===== src/rtl/tmr_sr_pkg.sv =====
package tmr_sr_pkg;

  typedef enum logic [1:0] {
    GATE_NONE = 2'd0,
    GATE_NOT  = 2'd1,
    GATE_AND  = 2'd2,
    GATE_OR   = 2'd3
  } gate_kind_e;

  // majority of three copies
  function automatic logic maj3(input logic a, input logic b, input logic c);
    return (a & b) | (a & c) | (b & c);
  endfunction

  // true when three copies are not all equal
  function automatic logic split3(input logic a, input logic b, input logic c);
    return (a ^ b) | (b ^ c);
  endfunction

  // does one inter-stage chain invert the data
  function automatic logic chain_inverts(input gate_kind_e kind, input int depth);
    return (kind == GATE_NOT) && (depth % 2 == 1);
  endfunction

  // net inversion from input to output across all stages
  function automatic logic path_inverts(input gate_kind_e kind, input int depth,
                                        input int stages);
    return chain_inverts(kind, depth) && (stages % 2 == 1);
  endfunction

  // enabled edges from capture to output: two capture flops, stages, output flop
  function automatic int path_latency(input int stages);
    return stages + 3;
  endfunction

  // saturating increment
  function automatic logic [31:0] sat_inc(input logic [31:0] v, input int width);
    logic [31:0] top_v;
    top_v = (width >= 32) ? 32'hFFFF_FFFF : ((32'd1 << width) - 32'd1);
    return (v >= top_v) ? top_v : v + 32'd1;
  endfunction

endpackage


===== src/rtl/tmr_gate_chain.sv =====
module tmr_gate_chain
  import tmr_sr_pkg::*;
#(
  parameter gate_kind_e KIND  = GATE_NOT,
  parameter int         DEPTH = 8
) (
  input  logic a_in,
  output logic y_out
);

  generate
    if (KIND == GATE_NONE || DEPTH == 0) begin : g_wire
      assign y_out = a_in;
    end else begin : g_chain
      logic [DEPTH:0] node;
      logic           tie_hi;
      logic           tie_lo;
      assign tie_hi  = 1'b1;
      assign tie_lo  = 1'b0;
      assign node[0] = a_in;
      for (genvar g = 0; g < DEPTH; g++) begin : g_gate
        if (KIND == GATE_NOT) begin : g_inv
          assign node[g+1] = ~node[g];
        end else if (KIND == GATE_AND) begin : g_and
          assign node[g+1] = node[g] & tie_hi;
        end else begin : g_or
          assign node[g+1] = node[g] | tie_lo;
        end
      end
      assign y_out = node[DEPTH];
    end
  endgenerate

endmodule


===== src/rtl/tmr_stage.sv =====
module tmr_stage
  import tmr_sr_pkg::*;
#(
  parameter gate_kind_e KIND  = GATE_NOT,
  parameter int         DEPTH = 8
) (
  input  logic       clk,
  input  logic       rst_n,
  input  logic       en,
  input  logic       d_in,
  input  logic       inj_hit,
  input  logic [1:0] inj_copy,
  output logic       voted,
  output logic       disagree
);

  logic       d_gated;
  logic [2:0] cp;
  logic [2:0] cp_nxt;
  logic       flip_now;

  tmr_gate_chain #(.KIND(KIND), .DEPTH(DEPTH)) u_gates (
    .a_in  (d_in),
    .y_out (d_gated)
  );

  assign flip_now = inj_hit && (inj_copy != 2'd3);

  always_comb begin
    cp_nxt = en ? {3{d_gated}} : cp;
    if (flip_now) cp_nxt[inj_copy] = ~cp_nxt[inj_copy];
  end

  always_ff @(posedge clk or negedge rst_n) begin
    if (!rst_n) cp <= 3'b000;
    else        cp <= cp_nxt;
  end

  assign voted    = maj3(cp[0], cp[1], cp[2]);
  assign disagree = split3(cp[0], cp[1], cp[2]);

  AST_RELOAD_AGREE: assert property (@(posedge clk) disable iff (!rst_n)
    (en && !flip_now) |=> (cp[0] == cp[1]) && (cp[1] == cp[2])) else $error("stage copies differ after reload");

  AST_STALL_HOLD: assert property (@(posedge clk) disable iff (!rst_n)
    (!en && !flip_now) |=> $stable(cp)) else $error("stage moved while stalled");

  AST_ONE_FLIP: assert property (@(posedge clk) disable iff (!rst_n)
    (!en && flip_now) |=> ($countones(cp ^ $past(cp)) == 1)) else $error("upset changed other than one copy");

endmodule


===== src/rtl/tmr_chk_monitor.sv =====
module tmr_chk_monitor
  import tmr_sr_pkg::*;
#(
  parameter int LAT   = 353,
  parameter int CNT_W = 16
) (
  input  logic             clk,
  input  logic             rst_n,
  input  logic             en,
  input  logic             sin,
  input  logic             sout_q,
  input  logic             out_invert,
  input  logic             disagree_any,
  output logic [CNT_W-1:0] err_cnt,
  output logic [CNT_W-1:0] mis_cnt,
  output logic             mis_flag
);

  localparam int FILL_W = $clog2(LAT + 1);

  logic [LAT-1:0]    ref_sr;
  logic [FILL_W-1:0] fill_cnt;
  logic              filled;
  logic              ref_bit;
  logic              out_bad;

  assign filled  = (fill_cnt == FILL_W'(LAT));
  assign ref_bit = ref_sr[LAT-1] ^ out_invert;
  assign out_bad = en && filled && (sout_q != ref_bit);

  always_ff @(posedge clk or negedge rst_n) begin
    if (!rst_n) begin
      ref_sr   <= '0;
      fill_cnt <= '0;
    end else if (en) begin
      ref_sr <= {ref_sr[LAT-2:0], sin};
      if (!filled) fill_cnt <= fill_cnt + 1'b1;
    end
  end

  always_ff @(posedge clk or negedge rst_n) begin
    if (!rst_n) begin
      err_cnt  <= '0;
      mis_cnt  <= '0;
      mis_flag <= 1'b0;
    end else begin
      mis_flag <= disagree_any;
      if (out_bad)      err_cnt <= CNT_W'(sat_inc(32'(err_cnt), CNT_W));
      if (disagree_any) mis_cnt <= CNT_W'(sat_inc(32'(mis_cnt), CNT_W));
    end
  end

  AST_ERR_BLANK: assert property (@(posedge clk) disable iff (!rst_n)
    !filled |=> $stable(err_cnt)) else $error("error counted during fill");

  AST_ERR_GATED: assert property (@(posedge clk) disable iff (!rst_n)
    !en |=> $stable(err_cnt)) else $error("error counted while stalled");

  AST_FLAG_COUNTED: assert property (@(posedge clk) disable iff (!rst_n)
    mis_flag |-> (mis_cnt != '0)) else $error("flag set with empty count");

  AST_CNT_STEP: assert property (@(posedge clk) disable iff (!rst_n)
    !mis_flag |-> (mis_cnt == $past(mis_cnt))) else $error("count moved without flag");

endmodule


===== src/rtl/tmr_voted_shreg.sv =====
module tmr_voted_shreg
  import tmr_sr_pkg::*;
#(
  parameter int         STAGES = 350,
  parameter gate_kind_e KIND   = GATE_NOT,
  parameter int         DEPTH  = 8,
  parameter int         CNT_W  = 16,
  parameter int         SEL_W  = $clog2(STAGES)
) (
  input  logic             clk,
  input  logic             rst_n,
  input  logic             en,
  input  logic             sin,
  input  logic             inj_valid,
  input  logic [SEL_W-1:0] inj_stage,
  input  logic [1:0]       inj_copy,
  output logic             sout,
  output logic [CNT_W-1:0] err_cnt,
  output logic [CNT_W-1:0] mis_cnt,
  output logic             mis_flag
);

  localparam int   LAT        = path_latency(STAGES);
  localparam logic OUT_INVERT = path_inverts(KIND, DEPTH, STAGES);

  logic              cap_a;
  logic              cap_b;
  logic              out_q;
  logic [STAGES:0]   link;
  logic [STAGES-1:0] split_vec;
  logic              disagree_any;

  // non-redundant input capture
  always_ff @(posedge clk or negedge rst_n) begin
    if (!rst_n) begin
      cap_a <= 1'b0;
      cap_b <= 1'b0;
    end else if (en) begin
      cap_a <= sin;
      cap_b <= cap_a;
    end
  end

  assign link[0] = cap_b;

  generate
    for (genvar i = 0; i < STAGES; i++) begin : g_stage
      logic hit;
      assign hit = inj_valid && (inj_stage == SEL_W'(i));
      tmr_stage #(.KIND(KIND), .DEPTH(DEPTH)) u_stage (
        .clk      (clk),
        .rst_n    (rst_n),
        .en       (en),
        .d_in     (link[i]),
        .inj_hit  (hit),
        .inj_copy (inj_copy),
        .voted    (link[i+1]),
        .disagree (split_vec[i])
      );
    end
  endgenerate

  assign disagree_any = |split_vec;

  // non-redundant output register
  always_ff @(posedge clk or negedge rst_n) begin
    if (!rst_n)  out_q <= 1'b0;
    else if (en) out_q <= link[STAGES];
  end

  assign sout = out_q;

  tmr_chk_monitor #(.LAT(LAT), .CNT_W(CNT_W)) u_mon (
    .clk          (clk),
    .rst_n        (rst_n),
    .en           (en),
    .sin          (sin),
    .sout_q       (out_q),
    .out_invert   (OUT_INVERT),
    .disagree_any (disagree_any),
    .err_cnt      (err_cnt),
    .mis_cnt      (mis_cnt),
    .mis_flag     (mis_flag)
  );

  AST_OUT_HOLD: assert property (@(posedge clk) disable iff (!rst_n)
    !en |=> $stable(sout)) else $error("output moved while stalled");

  AST_FLAG_TRACKS: assert property (@(posedge clk) disable iff (!rst_n)
    disagree_any |=> mis_flag) else $error("disagreement not flagged");

  AST_IN_HOLD: assert property (@(posedge clk) disable iff (!rst_n)
    !en |=> $stable(cap_b)) else $error("capture moved while stalled");

endmodule


===== config.mk =====
export PLATFORM = sky130hd
export DESIGN_NAME = tmr_voted_shreg
export DESIGN_NICKNAME = d
export VERILOG_FILES = /design/src/rtl/tmr_sr_pkg.sv /design/src/rtl/tmr_gate_chain.sv /design/src/rtl/tmr_stage.sv /design/src/rtl/tmr_chk_monitor.sv /design/src/rtl/tmr_voted_shreg.sv
export SDC_FILE = /design/constraint.sdc
export NUM_CORES = 2
export LEC_CHECK = 0
export BUFFER_PORTS_ARGS = -buffer_cell sky130_fd_sc_hd__buf_2
export CELL_PAD_IN_SITES_DETAIL_PLACEMENT = 0
export CELL_PAD_IN_SITES_GLOBAL_PLACEMENT = 2
export CORE_MARGIN = 2
export CORE_UTILIZATION = 46
export DETAILED_ROUTE_END_ITERATION = 16
export GPL_TIMING_DRIVEN = 1
export PLACE_DENSITY = 0.95
export SLEW_MARGIN = 20
export SYNTH_ARGS = -nofsm -noshare
export SYNTH_HDL_FRONTEND = slang
export SYNTH_SLANG_ARGS = --single-unit

===== constraint.sdc =====
create_clock -name clk -period 6.9 [get_ports clk]
set_input_delay 0.345 -clock clk [delete_from_list [all_inputs] [get_ports clk]]
set_output_delay 0.345 -clock clk [all_outputs]
set_load 0.05 [all_outputs]

* Word level (Yosys, flattened, before mapping) *
Cells that the tools add are included.

operators by class
  $add $sub $neg = 3
  order comparisons = 4
  equality and inequality tests = 352
  mux-type cells = 1754
  bitwise gates (word level) = 3151
  reductions and logical operators = 706

operators by type and width
  operator               count
  $mux 3                 700
  $eq 9x8->1 const B     128
  $and 1x1->1            1050
  $bwmux 3               350
  $or 1x1->1             1050
  $eq 9x9->1 const B     95
  $logic_and 1x1->1      703
  $bmux 1 s2             350
  $xor 1x1->1            700
  $eq 9x7->1 const B     64
  $mux 1                 351
  $not 1->1              351
  $reduce_or 350->1      1
  $eq 9x6->1 const B     32
  $eq 9x5->1 const B     16
  $eq 9x4->1 const B     8
  $eq 9x3->1 const B     4
  $add 16x1->16 const B  2
  $ge 16x16->1 const B   2
  $mux 16                2
  $eq 9x2->1 const B     2
  $add 9x1->9 const B    1
  $eq 9x1->1 const B     1
  $logic_not 9->1        1
  6 further kinds        6

word-level totals
  bits in registers = 1448
  input port bits = 16
  output and inout bits = 34
  word-level logic and storage cells = 6328

* Longest topological paths before layout *
  depth after elaboration = 9
  depth in mapped cells = 10

* Cells and area by module *
A second synthesis with hierarchy kept.

second synthesis, totals
  cell total of the unflattened synthesis = 7501
  area total of the unflattened synthesis = 90110.2 um2

by module, submodules not included
  module           instances  cells each  area each (um2)
  tmr_stage        350        16          198.9
  tmr_chk_monitor  1          959         15208.3
  tmr_voted_shreg  1          592         2645.0
  tmr_gate_chain   350        1           7.5

* Least setup slack after synthesis *
No wires, ideal clock.

  path type = flip-flop to flip-flop
  start = register g_stage[256].u_stage.cp[0]
  end = register u_mon.mis_cnt[4]
  arrival = 2.242 ns
  required time = 6.775 ns
  setup slack = 4.533 ns
  stages on the path, launching flop included = 10
  path buffers = 1
  path through = dfrtp_1 -> ha_1 -> nor4_1 -> nand4_1 -> nor4_1 -> nand4_1 -> nor3_2 -> buf_6 -> nor2_1 -> mux2_4

between the ends
  longest elaborated chain between the ends = 3

RTL lines
  element                   line                   source
  start: declaration        tmr_stage.sv:18        logic [2:0] cp;
  start signal: assignment  tmr_stage.sv:36        else cp <= cp_nxt;
  $xor 1x1->1               tmr_sr_pkg.sv:17       return (a ^ b) | (b ^ c);
  $or 1x1->1                tmr_sr_pkg.sv:17
  $reduce_or 350->1         tmr_voted_shreg.sv:63  assign disagree_any = |split_vec;
  end signal: assignment    tmr_chk_monitor.sv:49  if (disagree_any) mis_cnt <= CNT_W'(sat_inc(32'(mis_cnt), CNT_W));
  end: declaration          tmr_chk_monitor.sv:15  output logic [CNT_W-1:0] mis_cnt,

No other way between the ends.
A chain may end at the register's enable or synchronous reset.

* Worst setup path in the final report *
  start = register g_stage[303].u_stage.cp[0]
  end = register u_mon.mis_cnt[2]

between the ends
  longest elaborated chain between the ends = 3

RTL lines
  element                   line
  start: declaration        tmr_stage.sv:18
  start signal: assignment  tmr_stage.sv:36
  $xor 1x1->1               tmr_sr_pkg.sv:17
  $or 1x1->1                tmr_sr_pkg.sv:17
  $reduce_or 350->1         tmr_voted_shreg.sv:63

No other way between the ends.

==> impl_results.html <==
<table>
<tr><th>Metric</th><th>Value</th></tr>
<tr><th colspan="2">Global routing</th></tr>
<tr><td>Via count of the first global-routing pass</td><td>68149</td></tr>
<tr><td>GRT Total Usage</td><td>0.269</td></tr>
<tr><td>Global-route wire length before repair</td><td>400 mm</td></tr>
<tr><td>Pin count of the biggest net entering global routing</td><td>218</td></tr>
<tr><td>Total congestion overflow after global routing</td><td>0</td></tr>
<tr><td>Initial antenna violation count</td><td>14</td></tr>
<tr><th colspan="2">Die</th></tr>
<tr><td>Top-level I/O count</td><td>50</td></tr>
<tr><td>Core outline area</td><td>0.182 mm2</td></tr>
<tr><td>Die X</td><td>432 um</td></tr>
<tr><td>Height of the die</td><td>432 um</td></tr>
<tr><td>Initial cell density of the core</td><td>0.461</td></tr>
<tr><td>Die Footprint</td><td>0.186 mm2</td></tr>
<tr><td>Std-Cell Rows</td><td>157</td></tr>
<tr><th colspan="2">Timing</th></tr>
<tr><td>Final WS setup</td><td>2.06 ns</td></tr>
<tr><td>Worst slack on hold paths</td><td>0.0433 ns</td></tr>
<tr><td>Total count of max-transition violations in the final report</td><td>0</td></tr>
<tr><td>Fin. Hold Viols</td><td>0</td></tr>
<tr><td>Achievable Freq</td><td>0.207 GHz</td></tr>
<tr><td>Crit share post-route</td><td>0.702</td></tr>
<tr><td>Unrepaired setup endpoints after global routing</td><td>false</td></tr>
<tr><td>Final Setup Violations</td><td>0</td></tr>
<tr><td>Clock tree skew after final layout</td><td>0.0456 ns</td></tr>
<tr><td>Final total negative setup slack</td><td>0 ns</td></tr>
<tr><td>Normalized max-slew margin</td><td>0.172</td></tr>
<tr><td>Slew of the pin with the lowest slew margin</td><td>1.23 ns</td></tr>
<tr><td>Final min period</td><td>4.84 ns</td></tr>
<tr><th colspan="2">Yosys</th></tr>
<tr><td>Cell accounting for the most synthesized area</td><td>sky130_fd_sc_hd__dfrtp_1</td></tr>
<tr><td>Mapped Cells</td><td>8321</td></tr>
<tr><td>Async set-or-reset flop fraction in the synthesized netlist</td><td>1.00</td></tr>
<tr><td>Avg Inst Size Synth</td><td>10.1 um2</td></tr>
<tr><td>Register bit total from synthesis</td><td>1446</td></tr>
<tr><td>Synth top cells by count</td><td>sky130_fd_sc_hd__dfrtp_1, sky130_fd_sc_hd__nand2_1, sky130_fd_sc_hd__ha_1, sky130_fd_sc_hd__o221ai_1, sky130_fd_sc_hd__o31ai_1</td></tr>
<tr><td>Post-synth EDFFs</td><td>0</td></tr>
<tr><td>Register area share after synthesis</td><td>0.430</td></tr>
<tr><td>Commonest register cell after synthesis</td><td>sky130_fd_sc_hd__dfrtp_1</td></tr>
<tr><td>Area share of the largest cell type after synthesis</td><td>0.430</td></tr>
<tr><td>Most instantiated library cell after synthesis</td><td>sky130_fd_sc_hd__dfrtp_1</td></tr>
<tr><td>Count of unique library cells instantiated by Yosys</td><td>52</td></tr>
<tr><td>Mapped cell area</td><td>0.0842 mm2</td></tr>
<tr><td>Top area cells in the synthesized netlist</td><td>sky130_fd_sc_hd__dfrtp_1, sky130_fd_sc_hd__ha_1, sky130_fd_sc_hd__o221ai_1</td></tr>
<tr><td>Synthesized netlist net count</td><td>9041</td></tr>
<tr><td>Warning count from the yosys run</td><td>0</td></tr>
<tr><th colspan="2">Place</th></tr>
<tr><td>Gp weighted congestion</td><td>0.835</td></tr>
<tr><td>Sum of net half-perimeters after detailed placement</td><td>147 mm</td></tr>
<tr><td>Setup slack at placement</td><td>2.35 ns</td></tr>
<tr><td>Total of buffers placed on input and output ports</td><td>49</td></tr>
<tr><th colspan="2">CTS</th></tr>
<tr><td>Count of clock tree sinks</td><td>1446</td></tr>
<tr><td>Num CTS Buffers</td><td>166</td></tr>
<tr><td>Later-pin clock latency in the skew report</td><td>0.84 ns</td></tr>
<tr><td>Number of cells upsized or downsized after cts</td><td>0</td></tr>
<tr><td>Setup bufs post-CTS</td><td>0</td></tr>
<tr><td>Clock H-tree levels</td><td>4</td></tr>
<tr><td>Clock Path Buffers</td><td>3</td></tr>
<tr><td>Number of hold buffers added after cts</td><td>2</td></tr>
<tr><td>Root buffer cell</td><td>sky130_fd_sc_hd__clkbuf_16</td></tr>
<tr><td>Clock slew at reported path FFs</td><td>0.06 ns</td></tr>
<tr><td>Clock tree from TritonCTS</td><td>yes</td></tr>
<tr><th colspan="2">Drt</th></tr>
<tr><td>Total Wirelength</td><td>255 mm</td></tr>
<tr><td>DRC violation count after routing</td><td>0</td></tr>
<tr><td>Number of DRC markers after the initial detailed-route iteration</td><td>7103</td></tr>
<tr><td>Number of routed nets with antenna violations</td><td>0</td></tr>
<tr><td>Total via count after detailed routing</td><td>69641</td></tr>
<tr><td>Number of iterations in the first detailed-routing pass</td><td>6</td></tr>
<tr><td>Via density</td><td>6.64</td></tr>
<tr><td>WL per Instance</td><td>24.3 um</td></tr>
<tr><th colspan="2">Min path</th></tr>
<tr><td>Terminating pin of the worst hold path</td><td>u_mon.ref_sr[245]$_DFFE_PN0P_</td></tr>
<tr><td>Min-Delay Path Class</td><td>input pin to register</td></tr>
<tr><td>Worst hold stages</td><td>2</td></tr>
<tr><td>Hold Path Origin</td><td>en</td></tr>
<tr><th colspan="2">Pwr</th></tr>
<tr><td>Proportion of power drawn by combinational gates</td><td>0.071</td></tr>
<tr><td>Clock power share</td><td>0.476</td></tr>
<tr><td>Power per unit of standard cell area</td><td>210 mW/mm2</td></tr>
<tr><td>Switch share</td><td>0.257</td></tr>
<tr><td>Leakage</td><td>33.2 nW</td></tr>
<tr><td>Internal power</td><td>14.3 mW</td></tr>
<tr><td>Final Power</td><td>19.3 mW</td></tr>
<tr><td>Net load switching power</td><td>4.96 mW</td></tr>
<tr><td>Peak supply drop</td><td>0.191 mV</td></tr>
<tr><td>Proportion of power drawn by flip-flops and latches</td><td>0.454</td></tr>
<tr><th colspan="2">Critical path</th></tr>
<tr><td>Element type at the critical path start</td><td>register</td></tr>
<tr><td>Worst setup EP type</td><td>register</td></tr>
<tr><td>Maximum fanout along the worst path</td><td>13</td></tr>
<tr><td>Worst reg-to-reg path cell count</td><td>9</td></tr>
<tr><td>CP Data Arrival Time</td><td>5.55 ns</td></tr>
<tr><td>Setup slack, reg-to-reg</td><td>2.06 ns</td></tr>
<tr><td>R2R Path Start</td><td>g_stage[303].u_stage.cp[0]$_DFF_PN0_</td></tr>
<tr><td>CP required</td><td>7.61 ns</td></tr>
<tr><td>Worst reg2reg endpoint</td><td>u_mon.mis_cnt[2]$_DFFE_PN0P_</td></tr>
<tr><td>Category of the critical setup timing path</td><td>register to register</td></tr>
<tr><th colspan="2">Cells and area</th></tr>
<tr><td>Number of nets at the end of the flow</td><td>8687</td></tr>
<tr><td>Growth of design area from synthesis to finish</td><td>9.11%</td></tr>
<tr><td>Layout cell share with drive strength beyond 1</td><td>0.107</td></tr>
<tr><th colspan="2">Status</th></tr>
<tr><td>Run status</td><td>finished, final reports clean</td></tr>
<tr><th colspan="2">Job</th></tr>
<tr><td>Number of maximum-capacitance constraint violations</td><td>0</td></tr>
</table>
[power by group through the flow]
stage	registers (mW)	logic [mW]	clock network, mW
after global routing	8.76	1.48	9.70
after floorplan	8.94	0.737	0
final	8.74	1.37	9.17
after CTS	8.74	1.36	9.34
after detailed placement	8.89	1.36	0
after global placement	8.88	1.33	0
[stage by stage]
stage	cells	area, um2	util
3_3_place_gp	10181	86200	0.472
4_1_cts	10479	91800	0.503
6_report	10489	91900	0.503
2_1_floorplan	8321	84200	-
3_5_place_dp	10182	86200	0.472
5_1_grt	10485	91900	0.503
[area by class of cell]
type	count	area (um2)
inverters	8	52.6
diodes	10	25.0
multi-input cells	6163	45500
clock buffers	232	4710
fillers	16263	90600
repair buffers	182	1490
clock inverters	63	928
well taps	2385	2980
flip-flops and latches	1446	36200
[worst max-delay path, stage by stage, from the launching register on]
cell                      delay [ns]
sky130_fd_sc_hd__dfrtp_1        0.42
sky130_fd_sc_hd__ha_1           0.30
sky130_fd_sc_hd__nor4_1         1.01
sky130_fd_sc_hd__nand4_1        0.18
sky130_fd_sc_hd__nor4_1         0.88
sky130_fd_sc_hd__nand4_1        0.39
sky130_fd_sc_hd__nor3_2         0.95
sky130_fd_sc_hd__buf_4          0.32
sky130_fd_sc_hd__nor2b_1        0.06
sky130_fd_sc_hd__o22a_1         0.20
[flip-flops by register name, indices dropped and copies added (netlist names)]
| signal | cells |
|---|---|
| sout | 1 |
| u_mon.mis_flag | 1 |
| u_mon.err_cnt | 16 |
| u_mon.mis_cnt | 16 |
| u_mon.ref_sr | 353 |
| u_mon.fill_cnt | 9 |
| g_stage.u_stage.cp | 1050 |
[cell families after synthesis]
family / count (synthesis) / share of synthesized area
AOI/OAI and AO/OA: 3093 / 0.261
muxes: 372 / 0.0499
adders and majority gates: 704 / 0.105
buffers and inverters: 712 / 0.0328
xor gates and xnor gates: 383 / 0.0398
DFF: 1446 / 0.430
and+or+nand+nor: 1611 / 0.0820
[worst max-delay path by stage]
stage / startpoint / endpoint / slack (ns) / cells after the start
6_report: g_stage[303].u_stage.cp[0]$_DFF_PN0_ / u_mon.mis_cnt[2]$_DFFE_PN0P_ / 2.06 / 9
5_1_grt: g_stage[292].u_stage.cp[1]$_DFF_PN0_ / u_mon.mis_cnt[7]$_DFFE_PN0P_ / 2.05 / 9
4_1_cts: g_stage[291].u_stage.cp[0]$_DFF_PN0_ / u_mon.mis_cnt[2]$_DFFE_PN0P_ / 2.34 / 9
3_5_place_dp: g_stage[291].u_stage.cp[0]$_DFF_PN0_ / u_mon.mis_cnt[2]$_DFFE_PN0P_ / 2.35 / 9
3_3_place_gp: g_stage[288].u_stage.cp[1]$_DFF_PN0_ / u_mon.mis_cnt[2]$_DFFE_PN0P_ / 1.61 / 9
2_1_floorplan: g_stage[256].u_stage.cp[0]$_DFF_PN0_ / u_mon.mis_cnt[4]$_DFFE_PN0P_ / 4.53 / 9
[metal layers]
layer / part of all wire / global-route usage
met5: 0.000047 / 0
met4: 0.035 / 0.0953
met3: 0.075 / 0.0454
met2: 0.45 / 0.426
met1: 0.44 / 0.372
[cells in the final DEF, fill, tap and decap left out, drive strengths merged, types with 232 or more instances in the layout]
master / instances
nand2: 1032
a211oi: 350
o31ai: 682
dfrtp: 1446
xor2: 240
clkbuf: 232
o21ai: 371
mux2: 363
ha: 704
o22ai: 341
o21bai: 311
nor2: 236
o221ai: 682
a21oi: 319
Note: power is estimated with default switching activity, not from simulation.
